--- src/rtl/uart_csr_pkg.sv ---
package uart_csr_pkg;

  localparam int ADDR_W = 10;
  localparam int NUM_REGS = 12;

  // control register bit positions
  localparam int THR_W      = 4;
  localparam int BIT_FLUSH_RX = 4;
  localparam int BIT_FLUSH_TX = 5;
  localparam int BIT_CLK_EN   = 6;
  localparam int BIT_CLK_RDY  = 7;

  // status register bit positions
  localparam int BIT_RX_EMPTY = 0;
  localparam int BIT_TX_EMPTY = 1;
  localparam int LVL_LSB      = 8;

  // interrupt flag bit positions
  localparam int FLG_RX_THR = 0;
  localparam int FLG_TX_HE  = 1;
  localparam int FLG_W      = 2;

  localparam logic [31:0] PIN_RESET = 32'h0000_0001;

  // word index of each register equals the enum value
  typedef enum logic [3:0] {
    SEL_DATA = 4'd0,
    SEL_PEEK = 4'd1,
    SEL_CTRL = 4'd2,
    SEL_STAT = 4'd3,
    SEL_IEN  = 4'd4,
    SEL_IFL  = 4'd5,
    SEL_DIV  = 4'd6,
    SEL_OVS  = 4'd7,
    SEL_PIN  = 4'd8,
    SEL_DMA  = 4'd9,
    SEL_WKEN = 4'd10,
    SEL_WKFL = 4'd11,
    SEL_NONE = 4'd15
  } regSel_e;

  typedef struct packed {
    logic    wrEn;
    logic    rdEn;
    regSel_e sel;
  } busStrobe_t;

endpackage

--- src/rtl/uart_csr_ctrl.sv ---
module uart_csr_ctrl
  import uart_csr_pkg::*;
#(
  parameter int AW = ADDR_W
) (
  input  logic [AW-1:0] busAddr,
  input  logic [3:0]    busByteEn,
  input  logic          busWrEn,
  input  logic          busRdEn,
  output busStrobe_t    stb
);

  logic [AW-3:0] wordIdx;
  logic          fullWord;
  regSel_e       selDec;

  assign wordIdx  = busAddr[AW-1:2];
  assign fullWord = (busByteEn == 4'hF);

  always_comb begin
    if (32'(wordIdx) < NUM_REGS) selDec = regSel_e'(wordIdx[3:0]);
    else                         selDec = SEL_NONE;
  end

  always_comb begin
    stb.sel  = selDec;
    stb.wrEn = busWrEn && fullWord && (selDec != SEL_NONE);
    stb.rdEn = busRdEn && fullWord && (selDec != SEL_NONE);
  end

endmodule

--- src/rtl/uart_csr_dp.sv ---
module uart_csr_dp
  import uart_csr_pkg::*;
#(
  parameter int DEPTH = 8,
  localparam int CNT_W = $clog2(DEPTH + 1),
  localparam int PTR_W = (DEPTH > 1) ? $clog2(DEPTH) : 1
) (
  input  logic             clk,
  input  logic             rstN,
  input  busStrobe_t       stb,
  input  logic [31:0]      busWdata,
  input  logic             rxValid,
  input  logic [7:0]       rxData,
  output logic [CNT_W-1:0] rxFree,
  output logic [31:0]      busRdata,
  output logic             txValid,
  output logic [7:0]       txData,
  output logic             irq
);

  logic [31:0] ctrlReg, ienReg, divReg, ovsReg, pinReg, dmaReg, wkenReg, wkflReg;
  logic [FLG_W-1:0] flagReg, flagClr, flagSet;
  logic [7:0] mem [DEPTH];
  logic [PTR_W-1:0] rdPtr, wrPtr;
  logic [CNT_W-1:0] level, levelNext;
  logic flushNow, popNow, pushNow, thrHit, txNow;
  logic [7:0] head;

  function automatic logic wrHit(busStrobe_t s, regSel_e r);
    return s.wrEn && (s.sel == r);
  endfunction

  function automatic logic [PTR_W-1:0] ptrInc(logic [PTR_W-1:0] p);
    return (32'(p) == DEPTH - 1) ? '0 : p + 1'b1;
  endfunction

  assign flushNow = wrHit(stb, SEL_CTRL) && busWdata[BIT_FLUSH_RX];
  assign popNow   = stb.rdEn && (stb.sel == SEL_DATA) && (level != '0);
  assign pushNow  = rxValid && ctrlReg[BIT_CLK_EN] && (32'(level) < DEPTH) && !flushNow;
  assign txNow    = wrHit(stb, SEL_DATA);

  assign levelNext = level + CNT_W'(pushNow) - CNT_W'(popNow);
  assign thrHit    = pushNow && (32'(levelNext) >= 32'(ctrlReg[THR_W-1:0]));

  assign rxFree = ctrlReg[BIT_CLK_EN] ? CNT_W'(DEPTH) - level : '0;
  assign head   = (level != '0) ? mem[rdPtr] : 8'h00;
  assign irq    = |({{(32-FLG_W){1'b0}}, flagReg} & ienReg);

  // clear from software, set from hardware; set wins
  assign flagClr = wrHit(stb, SEL_IFL) ? busWdata[FLG_W-1:0] : '0;
  always_comb begin
    flagSet = '0;
    flagSet[FLG_RX_THR] = thrHit;
    flagSet[FLG_TX_HE]  = txNow;
  end

  always_ff @(posedge clk) begin
    if (pushNow) mem[wrPtr] <= rxData;
  end

  always_ff @(posedge clk) begin
    if (!rstN) begin
      rdPtr <= '0;
      wrPtr <= '0;
      level <= '0;
    end else if (flushNow) begin
      rdPtr <= '0;
      wrPtr <= '0;
      level <= '0;
    end else begin
      if (pushNow) wrPtr <= ptrInc(wrPtr);
      if (popNow)  rdPtr <= ptrInc(rdPtr);
      level <= levelNext;
    end
  end

  always_ff @(posedge clk) begin
    if (!rstN) begin
      ctrlReg <= '0;
      ienReg  <= '0;
      divReg  <= '0;
      ovsReg  <= '0;
      pinReg  <= PIN_RESET;
      dmaReg  <= '0;
      wkenReg <= '0;
      wkflReg <= '0;
      flagReg <= '0;
      txValid <= 1'b0;
      txData  <= '0;
    end else begin
      flagReg <= (flagReg & ~flagClr) | flagSet;
      txValid <= txNow;
      if (txNow) txData <= busWdata[7:0];
      if (wrHit(stb, SEL_CTRL)) begin
        ctrlReg <= busWdata;
        ctrlReg[BIT_FLUSH_RX] <= 1'b0;
        ctrlReg[BIT_FLUSH_TX] <= 1'b0;
        if (busWdata[BIT_CLK_EN]) ctrlReg[BIT_CLK_RDY] <= 1'b1;
      end
      if (wrHit(stb, SEL_IEN))  ienReg  <= busWdata;
      if (wrHit(stb, SEL_DIV))  divReg  <= busWdata;
      if (wrHit(stb, SEL_OVS))  ovsReg  <= busWdata;
      if (wrHit(stb, SEL_PIN))  pinReg  <= busWdata;
      if (wrHit(stb, SEL_DMA))  dmaReg  <= busWdata;
      if (wrHit(stb, SEL_WKEN)) wkenReg <= busWdata;
      if (wrHit(stb, SEL_WKFL)) wkflReg <= busWdata;
    end
  end

  always_comb begin
    busRdata = '0;
    if (stb.rdEn) begin
      unique case (stb.sel)
        SEL_DATA: busRdata = {24'h0, head};
        SEL_PEEK: busRdata = {24'h0, head};
        SEL_CTRL: busRdata = ctrlReg;
        SEL_STAT: begin
          busRdata[BIT_RX_EMPTY] = (level == '0);
          busRdata[BIT_TX_EMPTY] = 1'b1;
          busRdata[LVL_LSB +: CNT_W] = level;
        end
        SEL_IEN:  busRdata = ienReg;
        SEL_IFL:  busRdata = {{(32-FLG_W){1'b0}}, flagReg};
        SEL_DIV:  busRdata = divReg;
        SEL_OVS:  busRdata = ovsReg;
        SEL_PIN:  busRdata = pinReg;
        SEL_DMA:  busRdata = dmaReg;
        SEL_WKEN: busRdata = wkenReg;
        SEL_WKFL: busRdata = wkflReg;
        default:  busRdata = '0;
      endcase
    end
  end

endmodule

--- src/rtl/uart_csr_top.sv ---
module uart_csr_top
  import uart_csr_pkg::*;
#(
  parameter int AW    = ADDR_W,
  parameter int DEPTH = 8,
  localparam int CNT_W = $clog2(DEPTH + 1)
) (
  input  logic             clk,
  input  logic             rstN,
  input  logic [AW-1:0]    busAddr,
  input  logic [3:0]       busByteEn,
  input  logic             busWrEn,
  input  logic             busRdEn,
  input  logic [31:0]      busWdata,
  output logic [31:0]      busRdata,
  input  logic             rxValid,
  input  logic [7:0]       rxData,
  output logic [CNT_W-1:0] rxFree,
  output logic             txValid,
  output logic [7:0]       txData,
  output logic             irq
);

  busStrobe_t stb;

  uart_csr_ctrl #(.AW(AW)) u_ctrl (
    .busAddr  (busAddr),
    .busByteEn(busByteEn),
    .busWrEn  (busWrEn),
    .busRdEn  (busRdEn),
    .stb      (stb)
  );

  uart_csr_dp #(.DEPTH(DEPTH)) u_dp (
    .clk     (clk),
    .rstN    (rstN),
    .stb     (stb),
    .busWdata(busWdata),
    .rxValid (rxValid),
    .rxData  (rxData),
    .rxFree  (rxFree),
    .busRdata(busRdata),
    .txValid (txValid),
    .txData  (txData),
    .irq     (irq)
  );

endmodule

--- config.mk ---
export PLATFORM = sky130hd
export DESIGN_NAME = uart_csr_top
export DESIGN_NICKNAME = d
export VERILOG_FILES = /design/src/rtl/uart_csr_pkg.sv /design/src/rtl/uart_csr_ctrl.sv /design/src/rtl/uart_csr_dp.sv /design/src/rtl/uart_csr_top.sv
export SDC_FILE = /design/constraint.sdc
export NUM_CORES = 1
export LEC_CHECK = 0
export BUFFER_PORTS_ARGS = -buffer_cell sky130_fd_sc_hd__buf_2
export CAP_MARGIN = 20
export CORE_MARGIN = 1
export CORE_UTILIZATION = 40
export CTS_CLUSTER_SIZE = 20
export DETAILED_ROUTE_END_ITERATION = 16
export GPL_TIMING_DRIVEN = 0
export MAX_ROUTING_LAYER = met4
export PLACE_DENSITY = 0.59
export SKIP_LAST_GASP = 1
export SLEW_MARGIN = 10
export SYNTH_ARGS = -nofsm -noshare
export SYNTH_HDL_FRONTEND = slang
export SYNTH_HIERARCHICAL = 1
export SYNTH_SLANG_ARGS = --single-unit
--- constraint.sdc ---
create_clock -name clk -period 3.7 [get_ports clk]
set_input_delay 0.185 -clock clk [delete_from_list [all_inputs] [get_ports clk]]
set_output_delay 0.185 -clock clk [all_outputs]
set_load 0.01 [all_outputs]
# ---- Word-level counts from Yosys, hierarchy flattened
# Memory sizes are Yosys's and may differ from the RTL's. A register that Yosys moved wholly into a read port is not among the register bits.
# Cells that the tools add are included.
# Widths: inputs -> output; s select.
dict set report op_classes {
  bitwise 5
  n_mux 16
  addsub 5
  order_cmp 3
  reduce_logical 28
  n_eq_ne 15
}
# cell n
set op_table {}
lappend op_table {{$pmux 20 s8} 1}
lappend op_table {{$pmux 6 s9} 1}
lappend op_table {{$pmux 4 s9} 1}
lappend op_table {{$and 2x32->32} 1}
lappend op_table {{$mux 32} 1}
lappend op_table {{$reduce_or 32->1} 1}
lappend op_table {{$pmux 2 s11} 1}
lappend op_table {{$logic_and 1x1->1} 21}
lappend op_table {{$eq 4x4->1 const B} 5}
lappend op_table {{$eq 4x3->1 const B} 4}
lappend op_table {{$mux 3} 4}
lappend op_table {{$eq 4x2->1 const B} 2}
lappend op_table {{$logic_not 4->1} 2}
lappend op_table {{$lt 8x4->1 const B} 1}
lappend op_table {{$mux 4} 2}
lappend op_table {{$mux 8} 1}
lappend op_table {{$add 3x1->3 const B} 2}
lappend op_table {{$eq 3x3->1 const B} 2}
lappend op_table {{$add 4x1->4} 1}
lappend op_table {{$eq 4x1->1 const B} 1}
lappend op_table {{$ge 4x4->1} 1}
lappend op_table {{$lt 4x4->1 const B} 1}
lappend op_table {{$ne 4x4->1 const B} 1}
lappend op_table {{$reduce_bool 4->1} 1}
lappend op_table {{other kinds (10)} 13}
dict set report word_totals {
  in_bits 59
  output_inout_bits 46
  wordCells 87
  ram_bits 64
  memories 1
  reg_bits 275
}
# memory words word_bits rd rd_ports_with_merged_regs write_ports line_no
set memory_table {}
lappend memory_table {u_dp.mem 8 8 1 1 1 uart_csr_dp.sv:23} ;# logic [7:0] mem [DEPTH];

# ---- Depth between registers and ports, before layout
dict set report logic_depth {
  depth_word 13
  depth_mapped 19
  depth_no_buf 17
}

# ---- Hierarchy
# The synthesis kept the hierarchy.
# module cells_per_inst n_inst area_per_inst_um2
set by_module_without_submodules {}
lappend by_module_without_submodules {uart_csr_dp 1667 1 15068.2}
lappend by_module_without_submodules {uart_csr_ctrl 10 1 90.1}

# ---- Worst setup path before layout
# Ideal clock, no wire load.
dict set report synth_path {
  path_type {input port to flip-flop}
  start {input port busAddr[9]}
  end {register u_dp.flagReg[0]}
  t_arrival_ns 3.159
  cell_stages 16
  setup_time_ns 0.118
  required_time_ns 3.582
  setup_slack_ns 0.423
  cell_sequence {nor4_4 nand3b_1 nor2b_1 and3_1 buf_2 a21oi_4 inv_2 ha_1 inv_1 ha_1 fa_1 ha_1 a21oi_1 o21ai_0 a22oi_1 nor2b_1}
}
# item line_no
set synth_rtl {}
lappend synth_rtl {{start, declared} uart_csr_top.sv:10} ;# input logic [AW-1:0] busAddr,
lappend synth_rtl {{end signal, assigned} uart_csr_dp.sv:91} ;# flagReg <= (flagReg & ~flagClr) | flagSet;
lappend synth_rtl {{end, declared} uart_csr_dp.sv:22} ;# logic [FLG_W-1:0] flagReg, flagClr, flagSet;

==> flow_summary.json <==
{
  "cp-end-kind": "output pin",
  "synth_cell_types": 56,
  "synth_edf_count": 64,
  "fin_skew_ps": 5.799,
  "finalCritPeriodShare_pct": 96.41,
  "finalSetupTns_ps": 0,
  "vias": 13183,
  "grt_pass1_vias": 12521,
  "num_antenna_cells": 0,
  "max_freq_ghz": 0.2803,
  "async_reset_ff_share_pct": 0,
  "antenna_found_initial": 1,
  "ys.flop_type": "dfxtp_1",
  "postRouteAntennaNets": 0,
  "avgRoutedWirePerCell_um": 22.64,
  "fin_nets": 1900,
  "wl_um": 53380,
  "ys_seq_elements": 342,
  "p_per_area_nw_per_um2": 456.2,
  "cts_buffer_depth": 3,
  "critPathKind": "in -> out",
  "crit_slowest_cell": "nor3_1",
  "htree_num_levels": 2,
  "crit_top_cell": "buf_2",
  "final_area_um2": 17910,
  "pin_count": 105,
  "rsz0062_at_grt": "no",
  "p_leak_nw": 6.051,
  "crit_required_ps": 3510,
  "cts.sinks": 342,
  "coreArea_um2": 36960,
  "syn-mean-instance-area_um2": 9.039,
  "grt_usage_pct": 28.38,
  "syn_nets": 1753,
  "vias_per_cell": 5.591,
  "drc": 0,
  "grt_max_degree": 14,
  "finalSetupViolations": 0,
  "switching_share_pct": 21.50,
  "start_util_pct": 41.01,
  "gr-total-overflow": 0,
  "place.port_buffers": 69,
  "gp_congestion": 0.9310,
  "dp_hpwl_um": 36480,
  "p_int_mw": 6.416,
  "path_cells": "buf_2 -> nor4_4 -> buf_4 -> nand2b_1 -> nand2b_2 -> nor3_1 -> buf_4 -> buf_2 -> a22oi_1 -> a31oi_1 -> buf_2",
  "grt_pass1_wl_um": 79180,
  "ir_drop_uv": 320.5,
  "synth_area_um2": 15160,
  "cts_root_buf": "clkbuf_16",
  "power_frac_clock_pct": 50.5,
  "place_inst": 2252,
  "ys_seq_area_share_pct": 49.39,
  "tightestPinTransition_ps": 927.5,
  "hold_viol": 0,
  "hp-class": "in -> reg",
  "synth_warnings": 6,
  "placed_area_um2": 16180,
  "seqPwrFrac_pct": 46.4,
  "die_y_um": 196.7,
  "rows": 70,
  "fin_cells": 2358,
  "whs_ps": 18.53,
  "die_width_um": 196.7,
  "syn_to_final_growth_pct": 18.18,
  "cts.clk_slew.worst_paths_ps": 60,
  "drt_iter0_drc": 1253,
  "final_max_slew_viol_count": 0,
  "worstSkewPairLatency_ps": 530,
  "syn_inst": 1677,
  "fp.dieArea_um2": 38680,
  "power.switching_mw": 1.757,
  "cts_tree": "done",
  "drv_cap": 0,
  "slowest_delay_ps": 720,
  "period_needed_ps": 3567,
  "slew_headroom_pct": 36.57,
  "cts-buffers-inserted": 39,
  "firstDrtPassIters": 6,
  "status": "finished, final reports clean",
  "drive_gt1_share_pct": 14.56,
  "power_frac_comb_pct": 3.1,
  "arrival_ps": 3380,
  "worstPathMaxFanout": 10,
  "critical_path.startpoint_type": "input port"
}
## layout make-up
| type | count | area, um2 |
|---|---|---|
| repair buffers | 106 | 698.2 |
| fillers | 3616 | 19050 |
| clock inverters | 19 | 232.7 |
| flip-flops and latches | 342 | 7488 |
| plain buffers | 161 | 769.5 |
| multi-input cells | 1159 | 6890 |
| well taps | 504 | 630.6 |
| inverters | 15 | 56.30 |
| clock buffers | 52 | 1147 |
## cells by family (layout without fill, tap and decap cells)
group           count (synthesis)  count (layout)  share of synthesized area (%)
compound gates                445             445                          22.10
fa+ha+maj                      17              17                          1.453
mux                            30              30                          3.335
buf+inv                       176             353                          5.431
simple gates                  664             664                          18.12
flops                         342             342                          49.39
xor+xnor                        3               3                         0.1734
## power by group through the flow
| stage | sequential (mW) | clock [mW] | combinational, mW |
|---|---|---|---|
| 2_1_floorplan | 3.87 | 0 | 0.124 |
| 3_3_place_gp | 3.87 | 0 | 0.225 |
| 3_5_place_dp | 3.87 | 0 | 0.227 |
| 4_1_cts | 3.79 | 4.19 | 0.254 |
| 5_1_grt | 3.79 | 4.35 | 0.269 |
| 6_report | 3.79 | 4.13 | 0.257 |
## stage by stage
step	util, %	total power, mW	worst slack (ps)
floorplan	-	3.996	422.8
global placement	43.65	4.097	-654.4
detailed placement	43.79	4.099	-644.7
CTS	48.38	8.237	111.3
global route	48.47	8.408	18.20
finish	48.47	8.172	132.7
## worst paths after layout
check	slack, ps	from	to	cells after the start
max	130	busAddr[7]	busRdata[31]	11
min reg2reg	450	u_dp/dmaReg[1]	u_dp/dmaReg[1]	2
min	20	busWdata[5]	u_dp/dmaReg[5]	3
max reg2reg	280	u_dp/level[0]	u_dp/flagReg[0]	16
## state kept, by name (all words and copies together) (netlist names), named ones only
signal / flops
u_dp/ctrlReg: 30
u_dp/wkenReg: 32
u_dp/divReg: 32
u_dp/wrPtr: 3
u_dp/ienReg: 32
u_dp/mem: 64
u_dp/wkflReg: 32
u_dp/level: 4
u_dp/dmaReg: 32
u_dp/txData: 8
u_dp/pinReg: 32
u_dp/rdPtr: 3
u_dp/txValid: 1
u_dp/ovsReg: 32
u_dp/flagReg: 2
## per-layer routing
layer | up-vias | global-route usage [%] | wire length, um
li1 | 6094 | - | -
met1 | 6425 | 35.34 | 22310
met2 | 534 | 46.03 | 25040
met3 | 130 | 4.637 | 3952
met4 | 0 | 11.28 | 2071
met5 | - | - | 0
## placed cells by master (no fill, tap or decap), types with 12 or more instances in the layout
cell           netlist  layout
dfxtp_1            278     277
a21oi_1             18      18
a22o_1              24      24
nor2_1              16      16
clkbuf_16            0      41
edfxtp_1            64      64
clkbuf_1            76      77
and3_1              12      12
nand2_1            560     560
a221oi_1            28      28
a31oi_1             32      32
ha_1                16      16
mux4_2              16      16
dlygate4sd3_1        0      31
a21boi_0           180     180
a22oi_1             51      51
a21boi_1            80      80
buf_2               67     137
inv_1               14      14
buf_4               13      18
## synthesized netlist by cell type, types with 6 or more instances
master    count  area share [%]
nand2_1     560              14
dfxtp_1     278              37
a21boi_0    180             8.9
a21boi_1     80             4.0
clkbuf_1     76             1.9
buf_2        67             2.2
edfxtp_1     64              13
a22oi_1      51             2.5
a31oi_1      32             1.3
a221oi_1     28             1.6
a22o_1       24             1.4
a21oi_1      18            0.59
ha_1         16             1.3
mux4_2       16             2.4
nor2_1       16            0.40
inv_1        14            0.35
buf_4        13            0.64
nor3_1       13            0.43
and3_1       12            0.50
and2_1       10            0.41
mux2i_1      10            0.66
nand3_1      10            0.33
nor2b_1       8            0.33
o21ai_0       7            0.23
a222oi_1      6            0.40
## repair_timing
action / 4_1_cts / 5_1_grt
pin swaps: 0 / 2
hold endpoints to repair: 239 / 0
buffers inserted: 0 / 4
gates resized for setup: 3 / 1
setup endpoints to repair: 5 / 2
gates cloned: 0 / 0
hold buffers: 31 / 0
## critical path, delay by kind of cell
family	cells	cell delay [ps]
and+or+nand+nor	4	1460
buffers and inverters	5	1270
AOI/OAI and AO/OA	2	460
Note: power is estimated with default switching activity, not from simulation.
